==> src/rtl/icu_pkg.sv <==
package icu_pkg;
  localparam int unsigned REG_ADDR_W = 3;
  localparam int unsigned VEC_STRIDE_LOG2 = 4;

  typedef enum logic [REG_ADDR_W-1:0] {
    REG_STATUS = 3'd0,
    REG_ENABLE = 3'd1,
    REG_MASKED = 3'd2,
    REG_ROUTE  = 3'd3,
    REG_INVERT = 3'd4,
    REG_EDGE   = 3'd5,
    REG_ORDER  = 3'd6,
    REG_VBASE  = 3'd7
  } icu_reg_e;
endpackage

==> src/rtl/icu_src_cell.sv <==
module icu_src_cell (
  input  logic clk,
  input  logic rst_n,
  input  logic pin,
  input  logic invert,
  input  logic edge_mode,
  input  logic clear,
  output logic status
);
  logic pin_q;
  logic act;
  logic prev_act;
  logic past_ok;

  // history holds the raw pin so that an invert change makes no event
  assign act      = pin ^ invert;
  assign prev_act = pin_q ^ invert;

  always_ff @(posedge clk or negedge rst_n) begin
    if (!rst_n) begin
      pin_q   <= 1'b0;
      status  <= 1'b0;
      past_ok <= 1'b0;
    end else begin
      pin_q   <= pin;
      past_ok <= 1'b1;
      if (edge_mode) status <= (status & ~clear) | (act & ~prev_act);
      else           status <= act;
    end
  end

  assert_level_follow_R2: assert property (@(posedge clk) disable iff (!rst_n)
    (past_ok && !edge_mode && $past(!edge_mode)) |-> (status == $past(act)));

  assert_edge_sticky_R3: assert property (@(posedge clk) disable iff (!rst_n)
    (past_ok && edge_mode && $past(edge_mode) && $past(status) && !$past(clear))
      |-> status);
endmodule

==> src/rtl/icu_regs.sv <==
module icu_regs
  import icu_pkg::*;
#(
  parameter int unsigned N_SRC  = 32,
  parameter int unsigned DATA_W = 32
) (
  input  logic                  clk,
  input  logic                  rst_n,
  input  logic                  wr,
  input  logic                  rd,
  input  logic [REG_ADDR_W-1:0] addr,
  input  logic [DATA_W-1:0]     wdata,
  input  logic [N_SRC-1:0]      status,
  input  logic [N_SRC-1:0]      masked,
  output logic [N_SRC-1:0]      enable,
  output logic [N_SRC-1:0]      route,
  output logic [N_SRC-1:0]      invert,
  output logic [N_SRC-1:0]      edge_sel,
  output logic                  order_hi,
  output logic [DATA_W-1:0]     vbase,
  output logic [N_SRC-1:0]      clear,
  output logic [DATA_W-1:0]     rdata
);
  icu_reg_e sel;
  logic [DATA_W-1:0] rd_mux;

  assign sel   = icu_reg_e'(addr);
  assign clear = (wr && sel == REG_STATUS) ? wdata[N_SRC-1:0] : '0;

  always_ff @(posedge clk or negedge rst_n) begin
    if (!rst_n) begin
      enable   <= '0;
      route    <= '0;
      invert   <= '0;
      edge_sel <= '0;
      order_hi <= 1'b0;
      vbase    <= '0;
    end else if (wr) begin
      case (sel)
        REG_ENABLE: enable   <= wdata[N_SRC-1:0];
        REG_ROUTE:  route    <= wdata[N_SRC-1:0];
        REG_INVERT: invert   <= wdata[N_SRC-1:0];
        REG_EDGE:   edge_sel <= wdata[N_SRC-1:0];
        REG_ORDER:  order_hi <= wdata[0];
        REG_VBASE:  vbase    <= wdata;
        default: ;
      endcase
    end
  end

  always_comb begin
    case (sel)
      REG_STATUS: rd_mux = DATA_W'(status);
      REG_ENABLE: rd_mux = DATA_W'(enable);
      REG_MASKED: rd_mux = DATA_W'(masked);
      REG_ROUTE:  rd_mux = DATA_W'(route);
      REG_INVERT: rd_mux = DATA_W'(invert);
      REG_EDGE:   rd_mux = DATA_W'(edge_sel);
      REG_ORDER:  rd_mux = DATA_W'(order_hi);
      REG_VBASE:  rd_mux = vbase;
      default:    rd_mux = '0;
    endcase
  end

  always_ff @(posedge clk or negedge rst_n) begin
    if (!rst_n)  rdata <= '0;
    else if (rd) rdata <= rd_mux;
  end
endmodule

==> src/rtl/icu_prio.sv <==
module icu_prio
  import icu_pkg::*;
#(
  parameter int unsigned N_SRC  = 32,
  parameter int unsigned DATA_W = 32,
  localparam int unsigned IDX_W = $clog2(N_SRC)
) (
  input  logic              clk,
  input  logic              rst_n,
  input  logic [N_SRC-1:0]  pend,
  input  logic              order_hi,
  input  logic [DATA_W-1:0] vbase,
  output logic              any,
  output logic [IDX_W-1:0]  idx,
  output logic [DATA_W-1:0] vector
);
  // later loop hits overwrite earlier ones, so the loop direction sets the winner
  always_comb begin
    idx = '0;
    if (order_hi) begin
      for (int i = 0; i < N_SRC; i++)
        if (pend[i]) idx = IDX_W'(i);
    end else begin
      for (int i = N_SRC - 1; i >= 0; i--)
        if (pend[i]) idx = IDX_W'(i);
    end
  end

  assign any    = |pend;
  assign vector = any ? vbase + (DATA_W'(idx) << VEC_STRIDE_LOG2) : '0;

  assert_vec_idle_R8: assert property (@(posedge clk) disable iff (!rst_n)
    !any |-> (vector == '0));

  assert_winner_pending_R7: assert property (@(posedge clk) disable iff (!rst_n)
    any |-> pend[idx]);

  assert_low_first_R6: assert property (@(posedge clk) disable iff (!rst_n)
    (any && !order_hi) |-> ((pend & ((N_SRC'(1) << idx) - N_SRC'(1))) == '0));

  assert_high_first_R6: assert property (@(posedge clk) disable iff (!rst_n)
    (any && order_hi) |-> ((pend >> idx) == N_SRC'(1)));
endmodule

==> src/rtl/icu_cascade_ctrl.sv <==
module icu_cascade_ctrl
  import icu_pkg::*;
#(
  parameter int unsigned N_SRC  = 32,
  parameter int unsigned DATA_W = 32
) (
  input  logic                  clk,
  input  logic                  rst_n,
  input  logic [N_SRC-1:0]      src_in,
  input  logic                  reg_wr,
  input  logic                  reg_rd,
  input  logic [REG_ADDR_W-1:0] reg_addr,
  input  logic [DATA_W-1:0]     reg_wdata,
  output logic [DATA_W-1:0]     reg_rdata,
  output logic                  crit_irq,
  output logic                  norm_irq,
  output logic [DATA_W-1:0]     crit_vector,
  output logic                  cascade_irq
);
  localparam int unsigned IDX_W = $clog2(N_SRC);

  logic [N_SRC-1:0]  status, masked, enable, route, invert, edge_sel, clear;
  logic [N_SRC-1:0]  crit_set, norm_set;
  logic              order_hi, crit_any;
  logic [DATA_W-1:0] vbase;
  logic [IDX_W-1:0]  crit_idx;

  icu_regs #(.N_SRC(N_SRC), .DATA_W(DATA_W)) u_regs (
    .clk(clk), .rst_n(rst_n), .wr(reg_wr), .rd(reg_rd), .addr(reg_addr),
    .wdata(reg_wdata), .status(status), .masked(masked), .enable(enable),
    .route(route), .invert(invert), .edge_sel(edge_sel), .order_hi(order_hi),
    .vbase(vbase), .clear(clear), .rdata(reg_rdata)
  );

  for (genvar g = 0; g < N_SRC; g++) begin : g_src
    icu_src_cell u_cell (
      .clk(clk), .rst_n(rst_n), .pin(src_in[g]), .invert(invert[g]),
      .edge_mode(edge_sel[g]), .clear(clear[g]), .status(status[g])
    );
  end

  assign masked   = status & enable;
  assign crit_set = masked & route;
  assign norm_set = masked & ~route;

  icu_prio #(.N_SRC(N_SRC), .DATA_W(DATA_W)) u_prio (
    .clk(clk), .rst_n(rst_n), .pend(crit_set), .order_hi(order_hi),
    .vbase(vbase), .any(crit_any), .idx(crit_idx), .vector(crit_vector)
  );

  assign crit_irq    = crit_any;
  assign norm_irq    = |norm_set;
  assign cascade_irq = crit_irq | norm_irq;

  assert_route_split_R5: assert property (@(posedge clk) disable iff (!rst_n)
    (crit_irq && !norm_irq) |-> ((masked & ~route) == '0));
endmodule

==> config.mk <==
export PLATFORM = sky130hd
export DESIGN_NAME = icu_cascade_ctrl
export DESIGN_NICKNAME = d
export VERILOG_FILES = /design/src/rtl/icu_pkg.sv /design/src/rtl/icu_src_cell.sv /design/src/rtl/icu_regs.sv /design/src/rtl/icu_prio.sv /design/src/rtl/icu_cascade_ctrl.sv
export SDC_FILE = /design/constraint.sdc
export NUM_CORES = 1
export LEC_CHECK = 0
export ABC_CLOCK_PERIOD_IN_PS = 7600
export BUFFER_PORTS_ARGS = -buffer_cell sky130_fd_sc_hd__buf_2
export CORE_MARGIN = 1
export CORE_UTILIZATION = 54
export CTS_BUF_LIST = sky130_fd_sc_hd__clkbuf_2 sky130_fd_sc_hd__clkbuf_4 sky130_fd_sc_hd__clkbuf_8
export CTS_CLUSTER_DIAMETER = 40
export DETAILED_ROUTE_END_ITERATION = 6
export PLACE_DENSITY = 0.84
export SKIP_LAST_GASP = 1
export SYNTH_ARGS = -nofsm -noshare
export SYNTH_HDL_FRONTEND = slang
export SYNTH_SLANG_ARGS = --single-unit
==> constraint.sdc <==
create_clock -name clk -period 7.6 [get_ports clk]
set_clock_uncertainty 0.2 [all_clocks]
set_input_delay 1.52 -clock clk [delete_from_list [all_inputs] [get_ports clk]]
set_output_delay 1.52 -clock clk [all_outputs]
set_load 0.01 [all_outputs]
**Yosys cells after proc, flatten, opt, wreduce, memory -nomap -nowiden**

Index checks and enable logic that the tools add are counted.

- Bits in registers: 257
- Bits of input ports: 71

- $add $sub $neg: 1
- Eq/ne operators: 7
- Mux-type cells: 99
- Bitwise gates (word level): 229
- Reduce and logical (&&, ||, !) cells: 10

Operators with widths:

| cell | number |
|---|---|
| $pmux 32 s8 | 1 |
| $mux 5 | 49 |
| $and 32x32->32 | 3 |
| $and 1x1->1 | 64 |
| $mux 32 | 2 |
| $not 1->1 | 64 |
| $reduce_or 32->1 | 2 |
| $xor 1x1->1 | 64 |
| $mux 1 | 33 |
| $or 1x1->1 | 33 |
| $add 32x9->32 | 1 |
| $mux 4 | 8 |
| $not 32->32 | 1 |
| $eq 3x3->1 const B | 4 |
| $mux 3 | 4 |
| $reduce_and 2->1 | 6 |
| $eq 3x2->1 const B | 2 |
| $mux 2 | 2 |
| $eq 3x1->1 const B | 1 |
| $logic_not 3->1 | 1 |
| $logic_and 1x1->1 | 1 |

**Logic depth before layout (Yosys ltp)**

Gate-level depths: netlist (run 1).

- Depth in word-level cells: 37
- Depth in mapped cells: 16
- Depth with buffers taken out: 15

**Hierarchy**

Synthesis (run 1) repeated with hierarchy kept, for this count alone.

- Cells, all modules: 1413
- Area, all modules: 14375.0 sq um

Modules (own cells, without submodules):

| module | instances | cells an instance | area each (sq um) | sequential area each (sq um) |
|---|---|---|---|---|
| icu_regs | 1 | 791 | 9397.8 | 4829.6 |
| icu_src_cell | 32 | 8 | 85.1 | 50.0 |
| icu_prio | 1 | 253 | 1607.8 | 0.0 |
| icu_cascade_ctrl | 1 | 113 | 646.9 | 0.0 |

**Least setup slack after synthesis (run 1)**

OpenSTA, ideal clock, no wires.

- Path kind: register to output
- From: register g_src[8].u_cell.status
- To: output crit_vector[28]
- Arrival: 3.000 ns
- Data required time: 5.880 ns
- Path slack: 2.880 ns
- Cell stages (with the launch flop): 16
- Cells stage by stage: dfrtp_1 and3_4 o21ai_0 a21oi_1 a221oi_1 o2bb2ai_1 ha_1 inv_1 fa_1 and2b_1 o21ai_1 a21o_1 buf_2 nor4_1 xnor2_1 nor2_1

- Word-level cells in the longest chain between the ends: 29

Ends and longest elaborated chain:

| element | RTL line | text |
|---|---|---|
| start, declared | icu_src_cell.sv:8 | `output logic status` |
| start signal, assigned | icu_src_cell.sv:27 | `if (edge_mode) status <= (status & ~clear) \| (act & ~prev_act);` |
| start signal, assigned | icu_src_cell.sv:28 | `else status <= act;` |
| $and 32x32->32 * | icu_cascade_ctrl.sv:42 | `assign masked = status & enable;` |
| $and 32x32->32 * | icu_cascade_ctrl.sv:43 | `assign crit_set = masked & route;` |
| $mux 4 (8 in series) | icu_prio.sv:22 | `if (pend[i]) idx = IDX_W'(i);` |
| $mux 5 (16 in series) | icu_prio.sv:22 |  |
| $mux 5 | icu_prio.sv:20 | `if (order_hi) begin` |
| $add 32x9->32 | icu_prio.sv:30 | `assign vector = any ? vbase + (DATA_W'(idx) << VEC_STRIDE_LOG2) : '0;` |
| $mux 32 * | icu_prio.sv:30 |  |
| end, declared | icu_cascade_ctrl.sv:17 | `output logic [DATA_W-1:0] crit_vector,` |

Every way passes the cells marked *; elsewhere a longest branch is shown, timed or not.

**Worst setup path after layout (run 1)**

- From: register u_regs.route[25]
- To: output crit_vector[27]

- Word-level cells in the longest chain between the ends: 30

Ends and longest elaborated chain:

| element | RTL line | text |
|---|---|---|
| start, declared | icu_regs.sv:16 | `output logic [N_SRC-1:0] route,` |
| start signal, assigned | icu_regs.sv:41 | `REG_ROUTE: route <= wdata[N_SRC-1:0];` |
| $and 32x32->32 * | icu_cascade_ctrl.sv:43 |  |
| $mux 5 (26 in series) | icu_prio.sv:25 | `if (pend[i]) idx = IDX_W'(i);` |
| $mux 5 | icu_prio.sv:20 |  |
| $add 32x9->32 | icu_prio.sv:30 |  |
| $mux 32 * | icu_prio.sv:30 |  |

Marks and branches as above.

==> flow_summary_export.csv, run 1 <==
group,metric,value,unit
layout,antenna_cells,0,
logic_synthesis,synthFlopType,"dfrtp_1",
layout,area_growth,14.2,%
clock_network,cts_hold_buf,0,
layout,drive_above_1_share,27.8,%
global_route,grtUsageTotal,32.0,%
logic_synthesis,synth_edf_count,0,
timing,worstMarginPinSlew,1300,ps
setup_path,start_kind,"flip-flop",
die,die_w,162,um
drt,drtIter0Drc,1006,
drt,wl_per_cell,22.7,um
power_and_ir_drop,ir_drop,217,uV
worst_hold_path,hold_class,"reg2reg",
layout,final_core_util,62.7,%
timing,fmax,0.156,GHz
placement,portBuffers,137,
die,rows,58,
clock_network,root_buffer,"clkbuf_8",
timing,report.final.slew_viol_count,0,
drt,num_vias,11701,
logic_synthesis,synth_cell_types,66,
die,ios,138,
setup_path,critPathCaptureType,"output port",
logic_synthesis,ys_seq_area_share,46.7,%
placement,place_congestion,0.936,
logic_synthesis,synth_cells,1318,
clock_network,cts_buffer_depth,3,
layout,final_common_cell,"dfrtp_1",
drt,routed_wl,41.3,mm
logic_synthesis,ys_warn_count,0,
logic_synthesis,syn-num-nets,1395,
global_route,antenna_found_initial,1,
global_route,first_global_vias,11690,
drt,ant_nets,0,
setup_path,critPathRequiredTime,5880,ps
layout,fillerInstances,2048,
job,drv_cap,0,
die,die_y,162,um
layout,mostFrequentLayoutCells,"dfrtp_1, mux2_2, buf_2",
die,die_area,26200,um2
setup_path,arrival,4710,ps
power_and_ir_drop,cellPowerDensity,314,nW/um2
logic_synthesis,async_flop_share,100,%
setup_path,path_max_fanout,12,
global_route,grt_pass1_wl,64.7,mm
die,initial_core_util,54.9,%
logic_synthesis,synth_area,13800,um2
timing,setup_viol,0,
drt,drc,0,
clock_network,post_cts_resize_count,0,
timing,rsz0062_at_grt,"no",
drt,viasPerCell,6.44,
global_route,grt_overflow,0,
clock_network,clkTransAtPathRegs,60,ps
timing,fin_crit_sh,84.6,%
drt,drt_pass1_iterations,7,
timing,slew_headroom,12.9,%
clock_network,clkLatencyLatePin,550,ps
logic_synthesis,synth.ff_latch_count,257,
clock_network,tritoncts,"yes",
clock_network,cts_sinks,257,
timing,period_needed,6430,ps
logic_synthesis,syn_area_per_cell,10.5,um2
clock_network,htreeDepth,2,
clock_network,postCtsSetupRepairBufs,0,
layout,fin_nets,1535,
clock_network,cts_buffers,46,
placement,dpl.hpwl,27.5,mm
power_and_ir_drop,leakage,6.77,nW
die,fp.coreArea,25100,um2
setup_path,critical_path_class,"reg2out",
timing,hold_viol,0,
run_status,status,"complete, no violations",
timing,fin_tns_setup,0,ps
global_route,grt_max_degree,137,
[registers in the layout, indices dropped and copies added, names as in the netlist]
signal / flops
g_src.u_cell.pin_q: 32
g_src.u_cell.status: 32
u_regs.edge_sel: 32
u_regs.enable: 32
u_regs.invert: 32
u_regs.rdata: 32
u_regs.route: 32
u_regs.vbase: 32
u_regs.order_hi: 1
[metal layers]
layer  vias up  GRT usage (%)  wire length [um]
met5         -              0                14
met2       583           51.2             19300
met4         2           13.3              1460
li1       5135              -                 -
met3       116           6.31              3640
met1      5865           42.5             17000
[path summary, 6_finish.rpt]
kind / startpoint / endpoint / slack, ps / depth (start not counted)
max in group asynchronous: rst_n / g_src[14].u_cell.pin_q / 5090 / 2
max: u_regs.route[25] / crit_vector[27] / 1170 / 13
min in group asynchronous: rst_n / u_regs.vbase[29] / 860 / 1
min: g_src[9].u_cell.pin_q / g_src[9].u_cell.status / 310 / 2
max reg2reg: u_regs.vbase[0] / u_regs.rdata[0] / 5710 / 6
min reg2reg: g_src[9].u_cell.pin_q / g_src[9].u_cell.status / 310 / 2
[Yosys cell counts (34+ instances only)]
cell type	n	share of area, %
dfrtp_1	257	47
mux2_2	153	12
nand2_1	117	3.2
nand3_1	75	2.7
o211ai_1	64	3.5
o21ai_0	62	2.3
a21oi_1	60	2.2
nor2_1	52	1.4
xnor2_1	41	2.6
nor2b_1	37	1.7
buf_2	34	1.2
[through the flow]
stage          hold slack (ps)  power (W)  std cells  worst slack (ps)  instance area [um2]
2_1_floorplan              282    0.00295       1318              2880                13800
3_3_place_gp               292    0.00349       1740              1820                14700
3_5_place_dp               305    0.00353       1740              1830                14700
4_1_cts                    310    0.00493       1818              1240                15700
5_1_grt                    337    0.00519       1818              1010                15700
6_report                   307    0.00494       1818              1170                15700
[worst max-delay path: stages (launching register included)]
cell and delay [ps]:
dfrtp_1 480, nand3_1 220, a21boi_0 180, o2111ai_1 330
o211ai_1 180, o2bb2ai_1 250, ha_1 330, a211oi_1 160
o21ai_0 180, nor2b_1 1030, nand2_1 140, or3_1 350
a21oi_1 160, buf_2 160
[report_power, final]
group          switching (W)  internal (W)
clock network       0.000580      0.000813
registers           0.000375       0.00166
logic               0.000834      0.000678
[area by class of cell]
| cell class | count | area, um2 | share of cell area, % |
|---|---|---|---|
| sequential | 257 | 6430 | 40.9 |
| multi-input combinational | 961 | 6900 | 43.8 |
| clock buffer | 70 | 932 | 5.92 |
| clock inverter | 8 | 76.3 | 0.485 |
| tap | 330 | 413 | 2.62 |
| inverter | 36 | 138 | 0.874 |
| timing repair buffer | 156 | 851 | 5.41 |
[cells by family (layout without fill, tap and decap cells)]
group / count (synthesis) / in the layout / share of synthesized area, %
and+or+nand+nor: 390 / 390 / 15.1
AOI/OAI and AO/OA: 321 / 321 / 15.6
DFF: 257 / 257 / 46.7
muxes: 192 / 192 / 15.4
buffers and inverters: 100 / 270 / 3.32
xor gates and xnor gates: 52 / 52 / 3.30
adders and majority gates: 6 / 6 / 0.599
Note: power is estimated with default switching activity, not from simulation.
==> inputs of run 2 (changes only) <==
--- a/config.mk
+++ b/config.mk
@@ -5,7 +5,7 @@
 export SDC_FILE = /design/constraint.sdc
 export NUM_CORES = 1
 export LEC_CHECK = 0
-export ABC_CLOCK_PERIOD_IN_PS = 7600
+export ABC_CLOCK_PERIOD_IN_PS = 6100
 export BUFFER_PORTS_ARGS = -buffer_cell sky130_fd_sc_hd__buf_2
 export CORE_MARGIN = 1
 export CORE_UTILIZATION = 54
==> constraint.sdc (replaced) <==
create_clock -name clk -period 6.1 [get_ports clk]
set_clock_uncertainty 0.2 [all_clocks]
set_input_delay 1.22 -clock clk [delete_from_list [all_inputs] [get_ports clk]]
set_output_delay 1.22 -clock clk [all_outputs]
set_load 0.01 [all_outputs]
==> flow_summary_export.csv, run 2 (synthesis results as in run 1) <==
group,metric,value,unit
run_status,status,"complete, no violations",
clock_network,root_buffer,"clkbuf_8",
die,ios,138,
global_route,antenna_found_initial,2,
drt,drtIter0Drc,1144,
clock_network,postCtsSetupRepairBufs,0,
power_and_ir_drop,intPower,0.00390,W
drt,num_vias,11796,
global_route,first_global_vias,11759,
drt,drc,0,
global_route,grtUsageTotal,32.9,%
setup_path,critPathCaptureType,"output port",
die,die_w,162,um
drt,drt_pass1_iterations,5,
timing,whs,309,ps
setup_path,arrival,4390,ps
power_and_ir_drop,p_total,0.00613,W
setup_path,start_kind,"flip-flop",
clock_network,htreeDepth,2,
die,die_area,26200,um2
timing,hold_viol,0,
timing,fin_crit_sh,95.2,%
timing,period_needed,5810,ps
job,drv_cap,0,
timing,report.final.slew_viol_count,0,
setup_path,crit_start,"g_src[31].u_cell.status",
global_route,grt_pass1_wl,65.7,mm
timing,setup_viol,0,
timing,fmax,0.172,GHz
drt,routed_wl,42.5,mm
timing,rsz0062_at_grt,"no",
power_and_ir_drop,p_sw,0.00224,W
clock_network,clkLatencyLatePin,560,ps
layout,area_growth,14.3,%
layout,drive_above_1_share,28.2,%
clock_network,cts_buffers,47,
power_and_ir_drop,p_seq_share,41.5,%
power_and_ir_drop,swShare,36.5,%
placement,place_congestion,0.962,
clock_network,cts_sinks,257,
drt,viasPerCell,6.45,
placement,dp.cells,1750,
drt,wl_per_cell,23.2,um
power_and_ir_drop,clock_power_share,27.4,%
layout,fin_cells,1828,
clock_network,tritoncts,"yes",
global_route,grt_overflow,0,
setup_path,critical_path_class,"reg2out",
die,initial_core_util,54.9,%
placement,dpl.hpwl,28.9,mm
layout,final_common_cell,"dfrtp_1",
worst_hold_path,hold_class,"reg2reg",
clock_network,post_cts_resize_count,0,
layout,mostFrequentLayoutCells,"dfrtp_1, mux2_2, buf_2",
power_and_ir_drop,cellPowerDensity,389,nW/um2
clock_network,cts_buffer_depth,3,
setup_path,reg2reg_from,"u_regs.edge_sel[0]",
power_and_ir_drop,ir_drop,334,uV
layout,fin_nets,1546,
die,die_y,162,um
clock_network,cts_hold_buf,0,
timing,fin_tns_setup,0,ps
drt,ant_nets,0,
setup_path,path_max_fanout,7,
power_and_ir_drop,leakage,6.79,nW
die,rows,58,
setup_path,critPathRequiredTime,4680,ps
clock_network,clkTransAtPathRegs,60,ps
worst_hold_path,worstHoldStart,"g_src[7].u_cell.pin_q",
timing,slew_headroom,33.0,%
power_and_ir_drop,pwr-share-comb,31.1,%
global_route,grt_max_degree,109,
timing,worstMarginPinSlew,1010,ps
placement,portBuffers,137,
layout,fillerInstances,2033,
die,fp.coreArea,25100,um2
-- run 2: cell types whose count changed in the layout (fill, tap and decap cells not counted) --
cell / before / now
diode_2: 0 / 1
clkbuf_4: 5 / 13
clkinv_2: 3 / 1
nor2b_2: 1 / 0
clkbuf_8: 65 / 58
clkinvlp_4: 3 / 4
buf_4: 18 / 29
clkinv_4: 1 / 0
nor2b_1: 36 / 37
buf_12: 1 / 0
-- run 2: power by group through the flow --
stage / Sequential, W / Clock (W) / Combinational, W
floorplan: 0.00242 / 0 / 0.00126
global placement: 0.00252 / 0 / 0.00185
detailed placement: 0.00255 / 0 / 0.00187
CTS: 0.00253 / 0.00170 / 0.00189
global route: 0.00259 / 0.00178 / 0.00207
finish: 0.00255 / 0.00168 / 0.00191
-- run 2: final cells by class --
cell class | instances | area (um2) | area share (%)
Multi-Input combinational cell | 961 | 6900 | 43.8
Sequential cell | 257 | 6430 | 40.8
Timing Repair Buffer | 166 | 913 | 5.80
Clock buffer | 71 | 896 | 5.69
Tap cell | 330 | 413 | 2.62
Inverter | 36 | 138 | 0.874
Clock inverter | 6 | 65.1 | 0.413
Antenna cell | 1 | 2.50 | 0.0159
-- run 2: path summary, 6_finish.rpt --
path,to,slack (ps),cells past startpoint
min in group asynchronous,u_regs.rdata[31],490,1
max in group asynchronous,u_regs.invert[10],3930,2
hold / removal,g_src[7].u_cell.status,310,2
hold reg to reg,g_src[7].u_cell.status,310,2
setup / recovery,crit_vector[28],290,16
setup reg to reg,u_regs.rdata[0],4090,6
-- run 2: critical path, stage by stage, from the launching register on --
cell and delay [ps]:
dfrtp_1 440, nand3_2 200, or2b_1 260, a31oi_1 190, o21ai_0 150, nand3_1 110
o2bb2ai_1 110, ha_1 210, inv_1 70, fa_1 410, and2b_1 220, o21ai_1 80
a21o_1 320, nor4_1 610, xnor2_1 180, nor2_1 60, buf_2 180
-- run 2: stage by stage --
| stage | setup slack [ps] | utilization [%] | area (um2) |
|---|---|---|---|
| after floorplan | 1680 | - | 13800 |
| after global placement | 995 | 58.9 | 14800 |
| after detailed placement | 965 | 58.9 | 14800 |
| after CTS | 339 | 62.7 | 15800 |
| after global routing | 51.2 | 62.7 | 15800 |
| final | 292 | 62.7 | 15800 |
-- run 2: metal layers --
metal / vias to the layer above / track usage [%] / part of all wire, %
met5: - / 0 / 0.028
met2: 676 / 52.3 / 46
met1: 5829 / 43.8 / 40
met4: 2 / 14.6 / 3.8
li1: 5161 / - / -
met3: 128 / 6.41 / 9.3
